$ cat config.mk
export PLATFORM = sky130hd
export DESIGN_NAME = mmio_range_router
export DESIGN_NICKNAME = d
export VERILOG_FILES = /design/src/rtl/mmio_route_pkg.sv /design/src/rtl/mmio_route_regs.sv /design/src/rtl/mmio_window_match.sv /design/src/rtl/mmio_slice_pick.sv /design/src/rtl/mmio_range_router.sv
export SDC_FILE = /design/constraint.sdc
export NUM_CORES = 2
export LEC_CHECK = 0
export BUFFER_PORTS_ARGS = -buffer_cell sky130_fd_sc_hd__buf_2
export CAP_MARGIN = 10
export CORE_MARGIN = 5
export CORE_UTILIZATION = 55
export CTS_CLUSTER_SIZE = 16
export DETAILED_ROUTE_END_ITERATION = 7
export PLACE_DENSITY = 0.71
export SETUP_SLACK_MARGIN = 0.05
export SYNTH_ARGS = -nofsm -noshare
export SYNTH_HDL_FRONTEND = slang
export SYNTH_SLANG_ARGS = --single-unit
$ cat constraint.sdc
create_clock -name clk -period 9.6 [get_ports clk]
set_input_delay 2.4 -clock clk [delete_from_list [all_inputs] [get_ports clk]]
set_output_delay 2.4 -clock clk [all_outputs]
set_load 0.01 [all_outputs]
$ cat src/rtl/mmio_route_pkg.sv
package mmio_route_pkg;
  // register byte offsets; directed windows repeat at DIR_STRIDE
  localparam int unsigned DIR0_BASE_OFS  = 'h300;
  localparam int unsigned DIR0_MASK_OFS  = 'h308;
  localparam int unsigned DIR0_ROUTE_OFS = 'h310;
  localparam int unsigned DIR_STRIDE     = 'h018;
  localparam int unsigned DIST_BASE_OFS  = 'h360;
  localparam int unsigned DIST_MASK_OFS  = 'h368;
  localparam int unsigned DIST_ROUTE_OFS = 'h370;
endpackage

$ cat src/rtl/mmio_route_regs.sv
module mmio_route_regs
  import mmio_route_pkg::*;
#(
  parameter int NUM_DIR = 4,
  parameter int DW      = 32,
  parameter int RA_W    = 12
) (
  input  logic                          clk,
  input  logic                          rst_n,
  input  logic                          reg_we,
  input  logic [RA_W-1:0]               reg_addr,
  input  logic [DW-1:0]                 reg_wdata,
  output logic [DW-1:0]                 reg_rdata,
  output logic [NUM_DIR-1:0][DW-1:0]    dir_base,
  output logic [NUM_DIR-1:0][DW-1:0]    dir_mask,
  output logic [NUM_DIR-1:0][DW-1:0]    dir_route,
  output logic [DW-1:0]                 dist_base,
  output logic [DW-1:0]                 dist_mask,
  output logic [DW-1:0]                 dist_route
);
  localparam logic [RA_W-1:0] DB_OFS = RA_W'(DIST_BASE_OFS);
  localparam logic [RA_W-1:0] DM_OFS = RA_W'(DIST_MASK_OFS);
  localparam logic [RA_W-1:0] DR_OFS = RA_W'(DIST_ROUTE_OFS);

  for (genvar g = 0; g < NUM_DIR; g++) begin : g_dir
    localparam logic [RA_W-1:0] B_OFS = RA_W'(DIR0_BASE_OFS + g * DIR_STRIDE);
    localparam logic [RA_W-1:0] M_OFS = RA_W'(DIR0_MASK_OFS + g * DIR_STRIDE);
    localparam logic [RA_W-1:0] R_OFS = RA_W'(DIR0_ROUTE_OFS + g * DIR_STRIDE);
    logic [DW-1:0] base_q, mask_q, route_q;

    always_ff @(posedge clk) begin
      if (!rst_n) begin
        base_q  <= '0;
        mask_q  <= '0;
        route_q <= '0;
      end else if (reg_we) begin
        if (reg_addr == B_OFS) base_q  <= reg_wdata;
        if (reg_addr == M_OFS) mask_q  <= reg_wdata;
        if (reg_addr == R_OFS) route_q <= reg_wdata;
      end
    end

    assign dir_base[g]  = base_q;
    assign dir_mask[g]  = mask_q;
    assign dir_route[g] = route_q;
  end

  always_ff @(posedge clk) begin
    if (!rst_n) begin
      dist_base  <= '0;
      dist_mask  <= '0;
      dist_route <= '0;
    end else if (reg_we) begin
      if (reg_addr == DB_OFS) dist_base  <= reg_wdata;
      if (reg_addr == DM_OFS) dist_mask  <= reg_wdata;
      if (reg_addr == DR_OFS) dist_route <= reg_wdata;
    end
  end

  always_comb begin
    reg_rdata = '0;
    for (int i = 0; i < NUM_DIR; i++) begin
      if (reg_addr == RA_W'(DIR0_BASE_OFS + i * DIR_STRIDE))  reg_rdata = dir_base[i];
      if (reg_addr == RA_W'(DIR0_MASK_OFS + i * DIR_STRIDE))  reg_rdata = dir_mask[i];
      if (reg_addr == RA_W'(DIR0_ROUTE_OFS + i * DIR_STRIDE)) reg_rdata = dir_route[i];
    end
    if (reg_addr == DB_OFS) reg_rdata = dist_base;
    if (reg_addr == DM_OFS) reg_rdata = dist_mask;
    if (reg_addr == DR_OFS) reg_rdata = dist_route;
  end
endmodule

$ cat src/rtl/mmio_window_match.sv
module mmio_window_match #(
  parameter int AW = 32
) (
  input  logic [AW-1:0] addr,
  input  logic [AW-1:0] base,
  input  logic [AW-1:0] mask,
  output logic          hit,
  output logic [AW-1:0] offset,
  output logic [AW-1:0] len
);
  logic [AW-1:0] start;

  // bit 0 of base is the enable; the start is always even
  assign start  = {base[AW-1:1], 1'b0};
  assign len    = ~mask;
  assign offset = addr - start;
  assign hit    = base[0] && (addr >= start) && (offset <= len);
endmodule

$ cat src/rtl/mmio_slice_pick.sv
module mmio_slice_pick #(
  parameter int AW        = 32,
  parameter int NUM_PORTS = 8
) (
  input  logic [AW-1:0]                  offset,
  input  logic [AW-1:0]                  len,
  output logic                           found,
  output logic [$clog2(NUM_PORTS)-1:0]   port
);
  localparam int PW = $clog2(NUM_PORTS);
  localparam int WW = AW + PW + 1;

  logic [WW-1:0]        span_w, step_w, off_w;
  logic [NUM_PORTS-1:0] in_slice;

  assign span_w = WW'(len / AW'(NUM_PORTS));
  assign step_w = span_w + WW'(1);
  assign off_w  = WW'(offset);

  for (genvar n = 0; n < NUM_PORTS; n++) begin : g_slice
    logic [WW-1:0] lo;
    assign lo          = WW'(n) * step_w;
    assign in_slice[n] = (off_w >= lo) && (off_w <= lo + span_w);
  end

  always_comb begin
    found = |in_slice;
    port  = '0;
    for (int n = NUM_PORTS - 1; n >= 0; n--) begin
      if (in_slice[n]) port = PW'(n);
    end
  end
endmodule

$ cat src/rtl/mmio_range_router.sv
module mmio_range_router #(
  parameter int NUM_DIR   = 4,
  parameter int NUM_PORTS = 8,
  parameter int ADDR_W    = 32,
  parameter int REG_AW    = 12
) (
  input  logic                          clk,
  input  logic                          rst_n,
  input  logic                          reg_we,
  input  logic [REG_AW-1:0]             reg_addr,
  input  logic [ADDR_W-1:0]             reg_wdata,
  output logic [ADDR_W-1:0]             reg_rdata,
  input  logic                          in_valid,
  input  logic [ADDR_W-1:0]             in_addr,
  output logic                          out_valid,
  output logic                          out_hit,
  output logic [$clog2(NUM_PORTS)-1:0]  out_port,
  output logic                          out_directed
);
  localparam int PORT_W = $clog2(NUM_PORTS);

  logic [NUM_DIR-1:0][ADDR_W-1:0] dir_base, dir_mask, dir_route;
  logic [ADDR_W-1:0]              dist_base, dist_mask, dist_route;

  mmio_route_regs #(.NUM_DIR(NUM_DIR), .DW(ADDR_W), .RA_W(REG_AW)) u_regs (
    .clk       (clk),
    .rst_n     (rst_n),
    .reg_we    (reg_we),
    .reg_addr  (reg_addr),
    .reg_wdata (reg_wdata),
    .reg_rdata (reg_rdata),
    .dir_base  (dir_base),
    .dir_mask  (dir_mask),
    .dir_route (dir_route),
    .dist_base (dist_base),
    .dist_mask (dist_mask),
    .dist_route(dist_route)
  );

  logic [NUM_DIR-1:0] dir_hit;

  for (genvar g = 0; g < NUM_DIR; g++) begin : g_dwin
    logic [ADDR_W-1:0] off_unused, len_unused;
    mmio_window_match #(.AW(ADDR_W)) u_match (
      .addr  (in_addr),
      .base  (dir_base[g]),
      .mask  (dir_mask[g]),
      .hit   (dir_hit[g]),
      .offset(off_unused),
      .len   (len_unused)
    );
  end

  logic              dist_in;
  logic [ADDR_W-1:0] dist_off, dist_len;
  logic              slice_found;
  logic [PORT_W-1:0] slice_port;

  mmio_window_match #(.AW(ADDR_W)) u_dist_match (
    .addr  (in_addr),
    .base  (dist_base),
    .mask  (dist_mask),
    .hit   (dist_in),
    .offset(dist_off),
    .len   (dist_len)
  );

  mmio_slice_pick #(.AW(ADDR_W), .NUM_PORTS(NUM_PORTS)) u_slice (
    .offset(dist_off),
    .len   (dist_len),
    .found (slice_found),
    .port  (slice_port)
  );

  logic              nxt_hit, nxt_dir;
  logic [PORT_W-1:0] nxt_port;

  // distributed first, then directed windows from highest to lowest index
  always_comb begin
    nxt_hit  = 1'b0;
    nxt_dir  = 1'b0;
    nxt_port = '0;
    if (dist_in && slice_found) begin
      nxt_hit  = 1'b1;
      nxt_port = slice_port;
    end
    for (int i = NUM_DIR - 1; i >= 0; i--) begin
      if (dir_hit[i]) begin
        nxt_hit  = 1'b1;
        nxt_dir  = 1'b1;
        nxt_port = dir_route[i][PORT_W-1:0];
      end
    end
  end

  always_ff @(posedge clk) begin
    if (!rst_n) begin
      out_valid    <= 1'b0;
      out_hit      <= 1'b0;
      out_port     <= '0;
      out_directed <= 1'b0;
    end else begin
      out_valid <= in_valid;
      if (in_valid) begin
        out_hit      <= nxt_hit;
        out_port     <= nxt_port;
        out_directed <= nxt_dir;
      end
    end
  end
endmodule

# Word level (Yosys, flattened, before mapping)
# Index checks and enable logic that the tools add are counted.
# word_totals
reg_bits	486
inputBits	80
output_inout_bits	38
word_cells	154
# classes
n_addsub	13
multipliers	4
order_cmp	26
eq_ne	15
muxes	37
n_bitwise	5
reduce_logical	35
# op_table
operator	n
$mux 32	15
$add 36x29->36	7
$ge 32x36->1	7
$le 32x36->1	7
$eq 12x10->1 const B	15
$ge 32x32->1	5
$le 32x32->1	5
$not 32->32	5
$sub 32x32->32	5
$mul 3x36->36 const A	2
$mux 3	13
$mul 2x36->35 const A	1
$mul 2x36->36 const A	1
$ge 32x1->1 const B	1
$le 32x29->1	1
$add 29x1->30 const B	1
$reduce_and 2->1	15
$logic_and 1x1->1	19
$mux 1	9
$reduce_or 8->1	1

# Depth between registers and ports, before layout
# logic_depth
word_depth	19
depth_mapped	44
depth_no_buf	42

# Cells and area by module
# From an unflattened synthesis, not the netlist that was laid out.
# unflattened
cells_unflattened	8404
hier_area_um2	63886.3
# by_module_without_submodules
module	n_inst	cells_per_inst	area_each_um2	seq_area_each_um2
mmio_slice_pick	1	3419	26175.1	0.0
mmio_route_regs	1	2924	23387.4	9609.2
mmio_window_match at g_dwin[2].u_match ...	2	414	2887.8	0.0
mmio_window_match at g_dwin[0].u_match ...	2	404	2767.7	0.0
mmio_window_match at u_dist_match	1	386	2666.3	0.0
mmio_range_router	1	39	346.6	120.1

# Worst setup path after synthesis
# No wires, ideal clock.
# synth_path
kind	flip-flop to flip-flop
startpoint	register u_regs.dist_mask[3]
endpoint	register out_port[1]
setup_time_ns	0.075
t_arrival_ns	8.042
required_time_ns	9.525
setup_slack_ns	1.483
stages_incl_launch_ff	42
n_path_buf	3
synth_period_minus_slack_ns	8.117
path_cell_list	dfxtp_1 > buf_6 > inv_1 > ha_1 > nor3b_2 > clkbuf_1 > nand2_1 > ha_1 > clkbuf_1 > xor2_1 > ha_1 > ha_1 > or3_1 > o21ai_0 > o21bai_1 > a21o_1 > a21o_1 > a211oi_1 > (+6 left out) > a21o_1 > a21oi_1 > nand2_1 > a21oi_1 > o21ai_0 > xnor2_1 > ha_1 > a21o_1 > a21o_1 > a21oi_1 > o211ai_1 > a211o_1 > nand3_1 > a41o_1 > o2bb2ai_2 > a211oi_1 > o31a_1 > o22ai_1
# synth_between
elab_chain_len	19
elab_cells_between_ends	53
classes_between	add/sub: 8; mul: 4; order compare: 16; mux: 13; bitwise: 1; reduce/logical: 11
# synth_rtl
element	line	rtl
from (decl)	mmio_route_regs.sv:18	output logic [DW-1:0] dist_mask,
from (signal assigned)	mmio_route_regs.sv:55	if (reg_addr == DM_OFS) dist_mask <= reg_wdata;
$not 32->32 (*)	mmio_window_match.sv:15	assign len = ~mask;
$add 29x1->30	mmio_slice_pick.sv:17	assign step_w = span_w + WW'(1);
$mul 3x36->36	mmio_slice_pick.sv:22	assign lo = WW'(n) * step_w;
$add 36x29->36	mmio_slice_pick.sv:23	assign in_slice[n] = (off_w >= lo) && (off_w <= lo + span_w);
$le 32x36->1	mmio_slice_pick.sv:23	
$logic_and 1x1->1	mmio_slice_pick.sv:23	
$mux 3 (8 in a row)	mmio_slice_pick.sv:30	if (in_slice[n]) port = PW'(n);
$mux 3 (*)	mmio_range_router.sv:83	if (dist_in && slice_found) begin
$mux 3 (*) (4 in a row)	mmio_range_router.sv:88	if (dir_hit[i]) begin
to (signal assigned)	mmio_range_router.sv:106	out_port <= nxt_port;
to (decl)	mmio_range_router.sv:17	output logic [$clog2(NUM_PORTS)-1:0] out_port,
# Every way passes the cells marked *; elsewhere a longest branch is shown, timed or not.
# A chain may end at the register's enable or synchronous reset.

# Worst setup path after layout
# layout_path
startpoint	input in_addr[1]
endpoint	register out_port[2]
# layout_between
elab_chain_len	16
elab_cells_between_ends	64
classes_between	add/sub: 5; order compare: 26; mux: 13; reduce/logical: 20
# layout_rtl
element	line	rtl
from (decl)	mmio_range_router.sv:14	input logic [ADDR_W-1:0] in_addr,
$sub 32x32->32	mmio_window_match.sv:16	assign offset = addr - start;
$ge 32x36->1 / $le 32x36->1 (equally long branches)	mmio_slice_pick.sv:23	
$logic_and 1x1->1	mmio_slice_pick.sv:23	
$mux 3 (8 in a row)	mmio_slice_pick.sv:30	
$mux 3	mmio_range_router.sv:83	
$mux 3 (3 in a row)	mmio_range_router.sv:88	
$mux 3 (*)	mmio_range_router.sv:88	
# Marks and branches as above.

==> impl_metrics.ini <==
[status]
status = finished clean

[routing]
vias = 57220
wl_per_cell_um = 23.51
antenna_left = 0
routed_wl_um = 211100
routed_via_density = 6.373
first_pass_iters = 6
drc = 0
drtIter0Drc = 4885

[timing]
slew_headroom_pct = 18.51
tns_ns = 0
setup_violations = 0
period_share_pct = 95.17
finalHoldViolCount = 0
worstMarginPinSlew_ns = 1.211
finalCriticalPeriod_ns = 9.136
finClkSkew_ns = 0.01205
clock.fmax_mhz = 109.5
rsz0062_at_grt = false
slew_violations = 0

[setup_path]
critPathLaunchType = input port
cp.arrival_ns = 9.64
worstSetupPathType = input port to register
slowest_delay_ns = 1.05
slowest_stage = nor4_1
critical_path.most_common_cell = a21oi_1
crit_fanout = 4
crit_required_ns = 10.11
end_kind = register

[synthesis]
synth_top_area_share_pct = 23.78
syn-instance-count = 7532
ys.flop_type = dfxtp_1
async_reset_ff_share_pct = 0
ys_seq_elements = 486
avgSynthCellArea_um2 = 7.439
yosys-top-cells-area = ha_1 24%, dfxtp_1 17%, a21oi_1 9.0%
synth_edf_count = 0
ys_types = 93
yosysWarnings = 0
netlist_area_um2 = 56030
synth_fp_nets = 8715
ys_seq_area_share_pct = 17.36
yosysTopAreaCell = ha_1

[global_routing]
grt_pass1_vias = 55970
grt_usage_pct = 37.19
grt_pass1_wl_um = 316000
grt_max_degree = 128
antenna_found_initial = 10
grt_overflow = 0

[die]
fp-row-count = 117
io_pins = 118
coreArea_um2 = 101400
initial_core_util_pct = 55.23
die-area_um2 = 108400
die_y_um = 329.2
die_x_um = 329.2

[clock_tree]
cts_tree = done
cts_inserted_buffers = 46
root_buffer = clkbuf_16
clock_latency_ns = 0.59
htreeDepth = 2
path_clk_slew_ns = 0.07
cts_buffer_depth = 3
cts_sinks = 486

[final_layout]
final_common_cell = nand2_1
drive_above_1_share_pct = 6.257
area_growth_pct = 7.737
seq_area_um2 = 9729
layout_common_cells = 1273 x nand2_1, 1059 x ha_1, 996 x a21oi_1, 486 x dfxtp_1, 471 x inv_1
nFillCells = 9494
fin_nets = 8757
multi_input_area_um2 = 43740

[power]
ir_drop_mv = 0.1604
power_density_nw_per_um2 = 87.56
power_mw = 5.286
p_leak_nw = 27.37

[placed_design]
io_buffers = 117
gp_congestion = 1.043
dp_hpwl_um = 167900

[job]
drv_cap = 0

[hold_path]
hold_class = register to register
[critical path: cells and delay by family]
family | cells | cell delay (ns)
adders and majority gates | 3 | 0.88
and+or+nand+nor | 6 | 2.23
AOI/OAI and AO/OA | 17 | 3.48
buffers and inverters | 4 | 0.59
xor gates and xnor gates | 1 | 0.09
[worst paths after layout]
kind	startpoint	end	slack [ns]	cells after the start
worst max-delay path	in_addr[1]	out_port[2]$_SDFFE_PN0P_	0.46	31
worst min-delay path	u_regs.g_dir[1].route_q[15]$_SDFFE_PN0P_	u_regs.g_dir[1].route_q[15]$_SDFFE_PN0P_	0.45	2
worst max register to register	u_regs.dist_mask[3]$_SDFFE_PN0P_	out_port[1]$_SDFFE_PN0P_	0.54	37
worst min register to register	u_regs.g_dir[1].route_q[15]$_SDFFE_PN0P_	u_regs.g_dir[1].route_q[15]$_SDFFE_PN0P_	0.45	2
[metrics by stage]
step | hold WS, ns | util (%) | std cells | setup slack [ns] | instance area, um2
after floorplan | 0.4314 | - | 7532 | 1.483 | 56030
after global placement | 0.4387 | 57.75 | 8882 | 0.2000 | 58590
after detailed placement | 0.4425 | 57.75 | 8882 | 0.1298 | 58590
after CTS | 0.4513 | 59.30 | 8963 | 0.2692 | 60160
after global routing | 0.4685 | 59.50 | 8977 | 0.01917 | 60360
final | 0.4540 | 59.50 | 8978 | 0.4641 | 60370
[per-layer routing]
| metal | vias to the layer above | track usage [%] | routed length [um] |
|---|---|---|---|
| met3 | 717 | 4.351 | 14560 |
| met5 | - | 0 | 27 |
| met4 | 4 | 30.43 | 21070 |
| met2 | 2443 | 64.18 | 98020 |
| li1 | 27170 | - | - |
| met1 | 26890 | 41.23 | 77420 |
[final cells by class]
cell class,count,area share [%]
clock buffer,64,2.241
clock inverter,17,0.3689
tap,1368,2.835
antenna,3,0.01244
inverter,478,3.018
sequential,486,16.12
multi-input combinational,6286,72.46
timing repair buffer,276,2.947
[cell usage after synthesis (68+ instances only)]
library cell	instances
dfxtp_1	486
xor2_1	157
nor2b_1	84
inv_1	476
a21o_1	337
o21ai_0	315
a31oi_1	70
nand3_1	163
nand4_1	150
a22oi_1	68
nor2_1	326
nor3_1	99
a21oi_1	1003
clkbuf_1	272
nand2_1	1280
o21bai_1	70
ha_1	1065
nand2b_1	70
o21a_1	90
xnor2_1	273
[flip-flops by register name (all words and copies together) (netlist names)]
name	count
u_regs.g_dir.base_q	128
u_regs.g_dir.mask_q	128
u_regs.g_dir.route_q	128
u_regs.dist_base	32
u_regs.dist_mask	32
u_regs.dist_route	32
out_port	3
out_directed	1
out_hit	1
out_valid	1
[cells by family (layout without fill, tap and decap cells)]
| kind of cell | after synthesis | in the layout | synth area share (%) |
|---|---|---|---|
| mux | 6 | 6 | 0.1094 |
| other cells | 0 | 3 | 0 |
| compound gates | 2342 | 2342 | 26.05 |
| flops | 486 | 486 | 17.36 |
| buf+inv | 760 | 835 | 5.138 |
| simple gates | 2402 | 2402 | 19.42 |
| xor+xnor | 430 | 430 | 6.721 |
| fa+ha+maj | 1106 | 1106 | 25.19 |
[where the power goes]
part | switching, mW | internal, mW | total, mW | leakage, nW
Sequential | 0.00211 | 2.02 | 2.02 | 3.91
Combinational | 0.813 | 0.481 | 1.29 | 22.7
Clock | 0.856 | 1.12 | 1.97 | 0.774
Total | 1.67 | 3.61 | 5.29 | 27.4
[timing repair]
action,4_1_cts,5_1_grt
setup endpoints to repair,0,4
buffers inserted,0,12
endpoints found under the hold margin,0,0
resized for setup,0,29
hold buffers,0,0
Power figures use the tool's default switching activity.
